===== src/rtl/i2c_bt_pkg.sv =====
package i2c_bt_pkg;

  typedef enum logic [1:0] {
    ST_IDLE,
    ST_HOLD,
    ST_WAIT,
    ST_SETUP
  } btState_e;

  // strobes from control to datapath
  typedef struct packed {
    logic setScl;   // start stretching SCL
    logic clrCnt;   // restart prescaler and unit counter
    logic loadSda;  // drive txBit onto SDA
    logic relScl;   // release SCL
  } btStrb_t;

endpackage


===== src/rtl/i2c_bt_datapath.sv =====
module i2c_bt_datapath
  import i2c_bt_pkg::*;
#(
  parameter int CFG_W  = 4,
  parameter int SYNC_N = 2
) (
  input  logic             clk,
  input  logic             rstN,
  input  logic [CFG_W-1:0] presc,
  input  logic [CFG_W-1:0] holdDly,
  input  logic [CFG_W-1:0] setupDly,
  input  logic             txBit,
  input  logic             sclIn,
  input  btStrb_t          strb,
  output logic             fallSeen,
  output logic             holdDone,
  output logic             setupDone,
  output logic             sclOe,
  output logic             sdaOe
);

  localparam int UNIT_W = CFG_W + 1;

  logic [SYNC_N-1:0] syncQ;
  logic              prevQ;
  logic [CFG_W-1:0]  prescCnt;
  logic [UNIT_W-1:0] unitCnt;
  logic              tick;

  // input synchronizer and fall detector, idle level is high
  generate
    if (SYNC_N == 1) begin : g_sync1
      always_ff @(posedge clk) begin
        if (!rstN) syncQ <= '1;
        else       syncQ <= sclIn;
      end
    end else begin : g_syncN
      always_ff @(posedge clk) begin
        if (!rstN) syncQ <= '1;
        else       syncQ <= {syncQ[SYNC_N-2:0], sclIn};
      end
    end
  endgenerate

  always_ff @(posedge clk) begin
    if (!rstN) prevQ <= 1'b1;
    else       prevQ <= syncQ[SYNC_N-1];
  end

  assign fallSeen = prevQ & ~syncQ[SYNC_N-1];

  // prescaled time base
  assign tick = (prescCnt == presc);

  always_ff @(posedge clk) begin
    if (!rstN || strb.clrCnt) begin
      prescCnt <= '0;
      unitCnt  <= '0;
    end else begin
      if (tick) begin
        prescCnt <= '0;
        if (unitCnt != '1) unitCnt <= unitCnt + UNIT_W'(1);
      end else begin
        prescCnt <= prescCnt + CFG_W'(1);
      end
    end
  end

  assign holdDone  = (unitCnt == {1'b0, holdDly});
  assign setupDone = (unitCnt == ({1'b0, setupDly} + UNIT_W'(1)));

  // open-drain enables
  always_ff @(posedge clk) begin
    if (!rstN) begin
      sclOe <= 1'b0;
      sdaOe <= 1'b0;
    end else begin
      if (strb.setScl)      sclOe <= 1'b1;
      else if (strb.relScl) sclOe <= 1'b0;
      if (strb.loadSda)     sdaOe <= ~txBit;
    end
  end

endmodule


===== src/rtl/i2c_bt_ctrl.sv =====
module i2c_bt_ctrl
  import i2c_bt_pkg::*;
(
  input  logic    clk,
  input  logic    rstN,
  input  logic    fallSeen,
  input  logic    holdDone,
  input  logic    setupDone,
  input  logic    txValid,
  output btStrb_t strb
);

  btState_e state, stateNxt;

  always_ff @(posedge clk) begin
    if (!rstN) state <= ST_IDLE;
    else       state <= stateNxt;
  end

  always_comb begin
    stateNxt = state;
    strb     = '0;
    unique case (state)
      ST_IDLE: begin
        if (fallSeen) begin
          strb.setScl = 1'b1;
          strb.clrCnt = 1'b1;
          stateNxt    = ST_HOLD;
        end
      end
      ST_HOLD: begin
        if (holdDone) begin
          if (txValid) begin
            strb.loadSda = 1'b1;
            strb.clrCnt  = 1'b1;
            stateNxt     = ST_SETUP;
          end else begin
            stateNxt = ST_WAIT;
          end
        end
      end
      ST_WAIT: begin
        if (txValid) begin
          strb.loadSda = 1'b1;
          strb.clrCnt  = 1'b1;
          stateNxt     = ST_SETUP;
        end
      end
      ST_SETUP: begin
        if (setupDone) begin
          strb.relScl = 1'b1;
          stateNxt    = ST_IDLE;
        end
      end
      default: stateNxt = ST_IDLE;
    endcase
  end

endmodule


===== src/rtl/i2c_bit_timer.sv =====
module i2c_bit_timer
  import i2c_bt_pkg::*;
#(
  parameter int CFG_W  = 4,
  parameter int SYNC_N = 2
) (
  input  logic             clk,
  input  logic             rstN,
  input  logic [CFG_W-1:0] presc,
  input  logic [CFG_W-1:0] holdDly,
  input  logic [CFG_W-1:0] setupDly,
  input  logic             txValid,
  input  logic             txBit,
  input  logic             sclIn,
  output logic             sclOe,
  output logic             sdaOe
);

  btStrb_t strb;
  logic    fallSeen;
  logic    holdDone;
  logic    setupDone;

  i2c_bt_ctrl u_ctrl (
    .clk      (clk),
    .rstN     (rstN),
    .fallSeen (fallSeen),
    .holdDone (holdDone),
    .setupDone(setupDone),
    .txValid  (txValid),
    .strb     (strb)
  );

  i2c_bt_datapath #(.CFG_W(CFG_W), .SYNC_N(SYNC_N)) u_dp (
    .clk      (clk),
    .rstN     (rstN),
    .presc    (presc),
    .holdDly  (holdDly),
    .setupDly (setupDly),
    .txBit    (txBit),
    .sclIn    (sclIn),
    .strb     (strb),
    .fallSeen (fallSeen),
    .holdDone (holdDone),
    .setupDone(setupDone),
    .sclOe    (sclOe),
    .sdaOe    (sdaOe)
  );

endmodule


===== config.mk =====
export PLATFORM = sky130hd
export DESIGN_NAME = i2c_bit_timer
export DESIGN_NICKNAME = d
export VERILOG_FILES = /design/src/rtl/i2c_bt_pkg.sv /design/src/rtl/i2c_bt_datapath.sv /design/src/rtl/i2c_bt_ctrl.sv /design/src/rtl/i2c_bit_timer.sv
export SDC_FILE = /design/constraint.sdc
export NUM_CORES = 1
export LEC_CHECK = 0
export BUFFER_PORTS_ARGS = -buffer_cell sky130_fd_sc_hd__buf_2
export CAP_MARGIN = 0
export CORE_MARGIN = 2
export CORE_UTILIZATION = 30
export DETAILED_ROUTE_END_ITERATION = 8
export SYNTH_ARGS = -nofsm -noshare
export SYNTH_HDL_FRONTEND = slang
export SYNTH_SLANG_ARGS = --single-unit

===== constraint.sdc =====
create_clock -name clk -period 3.95 [get_ports clk]
set_clock_uncertainty 0.1 [all_clocks]
set_input_delay 0.9875 -clock clk [delete_from_list [all_inputs] [get_ports clk]]
set_output_delay 0.9875 -clock clk [all_outputs]
set_load 0.02 [all_outputs]

==> results.py, run 1 <==
metrics = {
    "floorplan": {
        "ios": 19,
        "die_w_um": 62.12,
        "rows": 21,
        "start_util_pct": 30.86,
        "fp.coreArea_sq_um": 3284,
        "die_y_um": 62.12,
        "die_area_sq_um": 3859,
    },
    "critical_path": {
        "arrival_ps": 2570,
        "crit_fanout": 4,
        "worstPathRequired_ps": 4030,
        "critPathLaunch": "setupDly[0]",
        "r2r_start": "u_dp.unitCnt[2]",
        "slowest_stage": "a2111oi_2",
        "end_kind": "flop",
        "slowest_delay_ps": 420,
        "crit_chain": "buf_2, ha_1, o21ba_4, a221oi_2, o2111ai_2, a2111oi_2, o2bb2ai_1",
        "cp-start-kind": "input pin",
        "critPathKind": "in -> reg",
    },
    "global_routing": {
        "grt_max_degree": 12,
        "grt_most_used_layer": "met2",
        "grt_use_met3_pct": 1.993,
        "antenna_found_initial": 0,
        "met2_usage_pct": 17.93,
        "grt_pass1_wl_um": 3318,
        "grt_use_total_pct": 10.68,
        "grt_pass1_vias": 781,
        "grt-ovfl-total": 0,
        "use_met1_pct": 12.54,
    },
    "power_and_ir_drop": {
        "p_leak_nw": 0.4836,
        "irDropWorstVdd_uv": 135.5,
        "power_density_nw_per_um2": 411.9,
    },
    "final_layout": {
        "fin_cells": 175,
        "fillers": 349,
        "diodes": 0,
        "area_growth_pct": 15.93,
        "nets": 156,
        "drive_above_1_share_pct": 23.26,
    },
    "status": {
        "outcome": "completed",
    },
    "hold_path": {
        "hold_path.class": "reg -> reg",
        "min-delay-start": "u_dp.syncQ[0]",
    },
    "place": {
        "dpl.cell_count": 171,
        "hpwl_um": 1557,
        "numPortBuffers": 18,
        "gp_congestion": 0.7461,
    },
    "synthesis": {
        "yosysSeqAreaShare_pct": 31.60,
        "synth_area_leader_cell": "dfxtp_1",
        "synthFlopType": "dfxtp_1",
        "netlist.area_leader.share_pct": 31.60,
        "synth_area_sq_um": 1013,
        "syn_inst": 109,
        "ys_async_sr_fraction_pct": 0,
        "ys_seq_elements": 16,
        "yosysWarnings": 0,
        "avgSynthCellArea_sq_um": 9.298,
        "synth_nets": 135,
        "synth_top_cells_by_count": "dfxtp_1, xnor2_1, nand2_1, ha_1, nor2_1",
        "synth_edf_count": 0,
        "synth.most_common_cell": "dfxtp_1",
        "synth_cell_types": 30,
        "synth_area_leaders": "dfxtp_1, ha_1, xnor2_1, xor2_1, nand2_1",
    },
    "clocking": {
        "post_cts_resized": 0,
        "clk_latency_ps": 290,
        "path_clk_slew_ps": 100,
        "cts.sinks": 16,
        "postCtsSetupRepairBufs": 0,
        "cts.hold.buffers_added": 0,
        "cts_buffers": 3,
        "htree_levels": 1,
        "cts_buffer_depth": 2,
        "root_buffer": "clkbuf_4",
        "tritoncts": "yes",
    },
    "drt": {
        "drt-pass1-iter-count": 4,
        "post_drt_wl_per_cell_um": 11.27,
        "drc": 0,
        "initialDrtViolationCount": 24,
        "routed_wl_um": 1972,
        "vias_per_cell": 4.589,
        "antenna_left": 0,
        "vias": 803,
    },
    "timing": {
        "fmax_ghz": 0.4019,
        "hold_viol_final": 0,
        "setup_tns_ps": 0,
        "slew_viol_final": 0,
        "maxSlewHeadroom_pct": 69.07,
        "grt_setup_unrepaired": "no",
        "period_minus_slack_ps": 2488,
        "finalSetupViolations": 0,
        "period_share_pct": 63.00,
        "tightest_slew_ps": 462.5,
    },
    "flow_run": {
        "cap_violations": 0,
    },
}
==> cell type report <==
type	instances	area [sq um]	area share, %
Timing Repair Buffer	18	90.09	7.668
Tap cell	46	57.56	4.899
Clock buffer	4	36.28	3.088
Sequential cell	16	320.3	27.26
Inverter	5	18.77	1.597
Multi-Input combinational cell	86	651.9	55.48
==> cells in the final DEF, fill, tap and decap left out, drive strengths merged <==
master and n:
a2111oi 1, nor3b 2, o21ai 6, mux2i 1
nand3 3, clkbuf 4, nand2b 4, a21boi 4
xnor2 12, a21oi 2, nor2 9, a31oi 2
ha 9, o2111ai 1, a221oi 2, or3 1
and3 1, nand2 10, o2bb2ai 1, xor2 6
nand3b 2, dfxtp 16, o21ba 1, buf 18
nand4 2, nor3 3, o211a 1, inv 5
==> registers in the layout, indices dropped and copies added (netlist names) <==
signal and flops:
u_dp.syncQ 2, u_dp.sdaOe 1, u_ctrl.state 2, u_dp.prevQ 1, u_dp.unitCnt 5, u_dp.sclOe 1, u_dp.prescCnt 4
==> stage by stage <==
stage	hold WS, ps	total power [mW]	setup WS, ps	area, sq um	util (%)
floorplan	286.3	0.3399	1421	1013	-
CTS	329.5	0.4917	1490	1175	35.77
finish	320.9	0.4839	1462	1175	35.77
global route	337.1	0.5215	1431	1175	35.77
detailed placement	300.8	0.3795	1175	1139	34.67
global placement	293.1	0.3747	1237	1139	34.67
==> worst max-delay path: cells and delay by family <==
family | cells | cell delay [ps]
adders and majority gates | 1 | 250
AOI/OAI and AO/OA | 5 | 1210
buffers and inverters | 1 | 120
==> worst paths after layout <==
check	to	slack (ps)	depth (start not counted)
max	u_ctrl.state[0]	1460	7
min	u_dp.syncQ[1]	320	1
max reg2reg	u_ctrl.state[0]	2060	5
min reg2reg	u_dp.syncQ[1]	320	1
==> per-layer routing <==
layer,wire length [um],share of wire [%],up-vias
li1,-,-,418
met1,972,49,368
met2,912,46,15
met3,61,3.1,2
met4,26,1.3,0
met5,0,0,-
==> power breakdown <==
| part | switching [mW] | total, mW | internal, mW |
|---|---|---|---|
| Sequential | 0.0285 | 0.215 | 0.186 |
| Combinational | 0.0853 | 0.161 | 0.0758 |
| Clock | 0.0520 | 0.108 | 0.0561 |
| Total | 0.166 | 0.484 | 0.318 |
==> kinds of logic (layout without fill, tap and decap cells) <==
group                    Yosys count  in the layout  synth area share (%)
multiplexers                       1              1                0.9877
AND/OR/NAND/NOR                   37             37                 18.52
adder cells (fa/ha/maj)            9              9                 11.11
buffers and inverters              7             27                 4.074
AO/OA/AOI/OAI                     21             21                 18.15
XOR/XNOR                          18             18                 15.56
flip-flops                        16             16                 31.61
(Power assumes the default switching activity.)
==> run 2, diff against run 1 <==
clock period = 2.3 ns   (was 3.95 ns; I/O delays follow)
==> results.py, run 2 (synthesized netlist as in run 1, its figures left out) <==
metrics = {
    "final_layout": {
        "final_cell_mix": "buf_2, dfxtp_1, xnor2_1",
        "area_growth_pct": 16.67,
        "stdcell_area_sq_um": 1182,
        "drive_above_1_share_pct": 23.85,
        "largest_register_ffs": 5,
        "diodes": 0,
        "layout_commonest_cell": "buf_2",
        "top_regs": "u_dp.unitCnt x5, u_dp.prescCnt x4",
        "nets": 157,
        "top_register": "u_dp.unitCnt",
        "fin_cells": 176,
    },
    "drt": {
        "post_drt_wl_per_cell_um": 10.96,
        "routed_wl_um": 1929,
        "initialDrtViolationCount": 18,
        "antenna_left": 0,
        "drt-pass1-iter-count": 4,
        "drc": 0,
        "vias": 828,
        "vias_per_cell": 4.705,
    },
    "clocking": {
        "post_cts_resized": 0,
        "postCtsSetupRepairBufs": 0,
        "path_clk_slew_ps": 90,
        "htree_levels": 1,
        "cts.sinks": 16,
        "cts.hold.buffers_added": 0,
        "clk_latency_ps": 280,
        "cts_buffers": 3,
        "root_buffer": "clkbuf_4",
        "cts_buffer_depth": 2,
        "tritoncts": "yes",
    },
    "status": {
        "outcome": "completed",
    },
    "critical_path": {
        "crit_fanout": 4,
        "critPathKind": "in -> reg",
        "critPathLaunch": "setupDly[0]",
        "crit_top_cell": "a221oi_2",
        "crit_chain": "buf_2, ha_1, o21ba_4, a221oi_2, o2111ai_2, a221oi_2, mux2i_1",
        "worstPathRequired_ps": 2410,
        "end_kind": "flop",
        "path_buf_inv": 1,
        "r2r_start": "u_dp.unitCnt[2]",
        "slowest_delay_ps": 340,
        "reg2reg_to": "u_ctrl.state[1]",
        "cp-endpoint": "u_ctrl.state[1]",
        "slowest_stage": "a221oi_2",
        "path_depth": 7,
        "reg2regPathDepth": 5,
        "regToRegSetupSlack_ps": 390,
        "arrival_ps": 2220,
        "cp-start-kind": "input pin",
        "worst_path_dominant_cell_family": "compound AO/OA/AOI/OAI gates",
    },
    "floorplan": {
        "fp.coreArea_sq_um": 3284,
        "die_w_um": 62.12,
        "rows": 21,
        "die_y_um": 62.12,
        "start_util_pct": 30.86,
        "die_area_sq_um": 3859,
        "ios": 19,
    },
    "place": {
        "dpl.cell_count": 172,
        "gp_congestion": 0.7503,
        "post_dp_cell_area_sq_um": 1146,
        "hpwl_um": 1530,
        "numPortBuffers": 18,
        "dp_slack_ps": -84.56,
    },
    "timing": {
        "tightest_slew_ps": 453.4,
        "hold_viol_final": 0,
        "fmax_ghz": 0.4759,
        "hold_ws_ps": 320.5,
        "finalSetupViolations": 0,
        "maxSlewHeadroom_pct": 69.67,
        "period_minus_slack_ps": 2101,
        "slew_viol_final": 0,
        "setup_tns_ps": 0,
        "setup_ws_ps": 198.9,
        "grt_setup_unrepaired": "no",
        "period_share_pct": 91.35,
    },
    "hold_path": {
        "hold_path.class": "reg -> reg",
    },
    "global_routing": {
        "grt_max_degree": 12,
        "grt-ovfl-total": 0,
        "grt_pass1_vias": 787,
        "grt_pass1_wl_um": 3360,
        "grt_use_total_pct": 10.53,
        "antenna_found_initial": 0,
    },
    "power_and_ir_drop": {
        "irDropWorstVdd_uv": 192.7,
        "power_density_nw_per_um2": 695.6,
        "p_leak_nw": 0.4884,
    },
    "flow_run": {
        "cap_violations": 0,
    },
}
[run 2: stage by stage]
stage          util, %  total power [mW]
5_1_grt          36.00            0.8957
3_3_place_gp     34.90            0.6411
4_1_cts          36.00            0.8371
6_report         36.00            0.8224
2_1_floorplan        -            0.5838
3_5_place_dp     34.90            0.6507
[run 2: worst reg2reg max path: cells and delay by family (launching register included)]
family | cells | cell delay [ps]
flip-flops | 1 | 500
multiplexers | 1 | 220
AO/OA/AOI/OAI | 4 | 1030
[run 2: area by class of cell]
type                       instances  area, sq um
inverter                           5        18.77
sequential                        16        320.3
multi-input combinational         86        651.9
clock buffer                       4        36.28
fill                             342         2102
timing repair buffer              19        97.59
tap                               46        57.56
[run 2: how the worst min path moves through the flow]
| stage | startpoint | endpoint | slack, ps | depth (start not counted) |
|---|---|---|---|---|
| after floorplan | u_dp.syncQ[0] | u_dp.syncQ[1] | 290 | 1 |
| after global placement | u_dp.syncQ[0] | u_dp.syncQ[1] | 290 | 1 |
| after detailed placement | u_dp.syncQ[0] | u_dp.syncQ[1] | 300 | 1 |
| after CTS | u_dp.syncQ[0] | u_dp.syncQ[1] | 330 | 1 |
| after global routing | u_dp.syncQ[0] | u_dp.syncQ[1] | 340 | 1 |
| final | u_dp.syncQ[0] | u_dp.syncQ[1] | 320 | 1 |
[run 2: routing by layer]
metal	part of all wire, %	GRT usage [%]
met5	0	0
met4	0.98	5.000
met3	5.5	2.536
met2	47	17.39
met1	46	12.91
[run 2: where the power goes]
group / switching [mW] / internal [mW] / leakage, nW / total, mW
registers: 0.0460 / 0.320 / 0.131 / 0.366
clock network: 0.0835 / 0.0962 / 0.0210 / 0.180
logic: 0.145 / 0.131 / 0.337 / 0.277
total: 0.275 / 0.548 / 0.488 / 0.822
==> run 3, diff against run 2 <==
CORE_UTILIZATION = 53   (was 30)
PLACE_DENSITY = 0.77   (was default)
==> results.py, run 3 (synthesized netlist as in run 1, its figures left out) <==
metrics = {
    "clocking": {
        "root_buffer": "clkbuf_4",
        "postCtsSetupRepairBufs": 0,
        "cts.hold.buffers_added": 0,
        "path_clk_slew_ps": 90,
        "cts_buffers": 3,
        "htree_levels": 1,
        "post_cts_resized": 0,
        "cts.sinks": 16,
        "cts_buffer_depth": 2,
        "tritoncts": "yes",
        "clk_latency_ps": 280,
    },
    "critical_path": {
        "critPathKind": "in -> reg",
        "slowest_stage": "a221oi_2",
        "cp-start-kind": "input pin",
        "arrival_ps": 2160,
        "end_kind": "flop",
        "crit_fanout": 4,
        "crit_top_cell": "a221oi_2",
        "slowest_delay_ps": 310,
        "crit_chain": "buf_2, ha_1, o21ba_4, a221oi_2, o2111ai_2, a221oi_2, mux2i_1",
        "worstPathRequired_ps": 2420,
        "regToRegSetupSlack_ps": 390,
    },
    "timing": {
        "slew_viol_final": 0,
        "hold_ws_ps": 318.8,
        "grt_setup_unrepaired": "no",
        "tightest_slew_ps": 455.4,
        "hold_viol_final": 0,
        "period_minus_slack_ps": 2043,
        "maxSlewHeadroom_pct": 69.54,
        "finalSetupViolations": 0,
        "period_share_pct": 88.83,
        "fmax_ghz": 0.4895,
    },
    "place": {
        "gp_congestion": 0.7687,
        "hpwl_um": 1468,
        "numPortBuffers": 18,
    },
    "flow_run": {
        "cap_violations": 0,
    },
    "global_routing": {
        "grt_pass1_vias": 702,
        "grt-ovfl-total": 0,
        "grt_pass1_wl_um": 2849,
        "antenna_found_initial": 0,
        "grt_use_total_pct": 17.81,
        "grt_max_degree": 12,
    },
    "power_and_ir_drop": {
        "p_total_mw": 0.8257,
        "irDropWorstVdd_uv": 504.0,
        "p_leak_nw": 0.4884,
        "power_density_nw_per_um2": 714.2,
    },
    "floorplan": {
        "ios": 19,
        "start_util_pct": 57.45,
        "die_y_um": 47.73,
        "rows": 15,
        "die_area_sq_um": 2278,
        "fp.coreArea_sq_um": 1764,
        "die_w_um": 47.73,
    },
    "final_layout": {
        "area_growth_pct": 14.07,
        "drive_above_1_share_pct": 23.85,
        "diodes": 0,
        "top_regs": "u_dp.unitCnt x5, u_dp.prescCnt x4",
        "layout_commonest_cell": "buf_2",
        "largest_register_ffs": 5,
        "final_cell_mix": "buf_2, dfxtp_1, xnor2_1",
        "nets": 157,
        "top_register": "u_dp.unitCnt",
        "post-route-util_pct": 65.53,
    },
    "drt": {
        "initialDrtViolationCount": 14,
        "post_drt_wl_per_cell_um": 11.98,
        "vias": 830,
        "drt-pass1-iter-count": 4,
        "antenna_left": 0,
        "routed_wl_um": 1857,
        "drc": 0,
        "vias_per_cell": 5.355,
    },
    "status": {
        "outcome": "completed",
    },
    "hold_path": {
        "hold_path.class": "reg -> reg",
    },
}
==> run 3: critical path: cells and delay by family <==
kind	cells	cell delay [ps]
AOI/OAI and AO/OA	4	1000
adders and majority gates	1	250
buffers and inverters	1	110
muxes	1	210
==> run 3: final cells by class <==
| cell class | count | area [sq um] |
|---|---|---|
| Inverter | 5 | 18.77 |
| Sequential cell | 16 | 320.3 |
| Fill cell | 160 | 608.1 |
| Multi-Input combinational cell | 86 | 651.9 |
| Tap cell | 25 | 31.28 |
| Timing Repair Buffer | 19 | 97.59 |
| Clock buffer | 4 | 36.28 |
==> run 3: stage by stage <==
step           std cells  setup slack, ps  setup TNS, ps  area (sq um)
6_report             155            257.0              0          1156
5_1_grt              155            132.9              0          1156
4_1_cts              155            259.2              0          1156
3_5_place_dp         151           -48.94         -93.01          1120
3_3_place_gp         151            21.53              0          1120
2_1_floorplan        109            183.2              0          1013
==> run 3: power breakdown <==
part	leakage, nW	total [mW]	switching (mW)	internal [mW]
Clock	0.0210	0.183	0.0864	0.0963
Sequential	0.131	0.368	0.0484	0.320
Combinational	0.337	0.275	0.144	0.131
==> run 3: path summary, 6_finish.rpt <==
kind / start / end / depth (start not counted)
min reg2reg: u_dp.syncQ[0] / u_dp.syncQ[1] / 1
min: u_dp.syncQ[0] / u_dp.syncQ[1] / 1
max: setupDly[0] / u_ctrl.state[1] / 7
max reg2reg: u_dp.unitCnt[2] / u_dp.prescCnt[0] / 5
==> run 3: per-layer routing <==
metal  vias to the layer above  share of wire, %  track usage, %
li1                        421                 -               -
met3                         2               3.6           2.264
met5                         -                 0               0
met2                        19                47           30.67
met1                       388                48           22.69
met4                         0              0.54           6.486
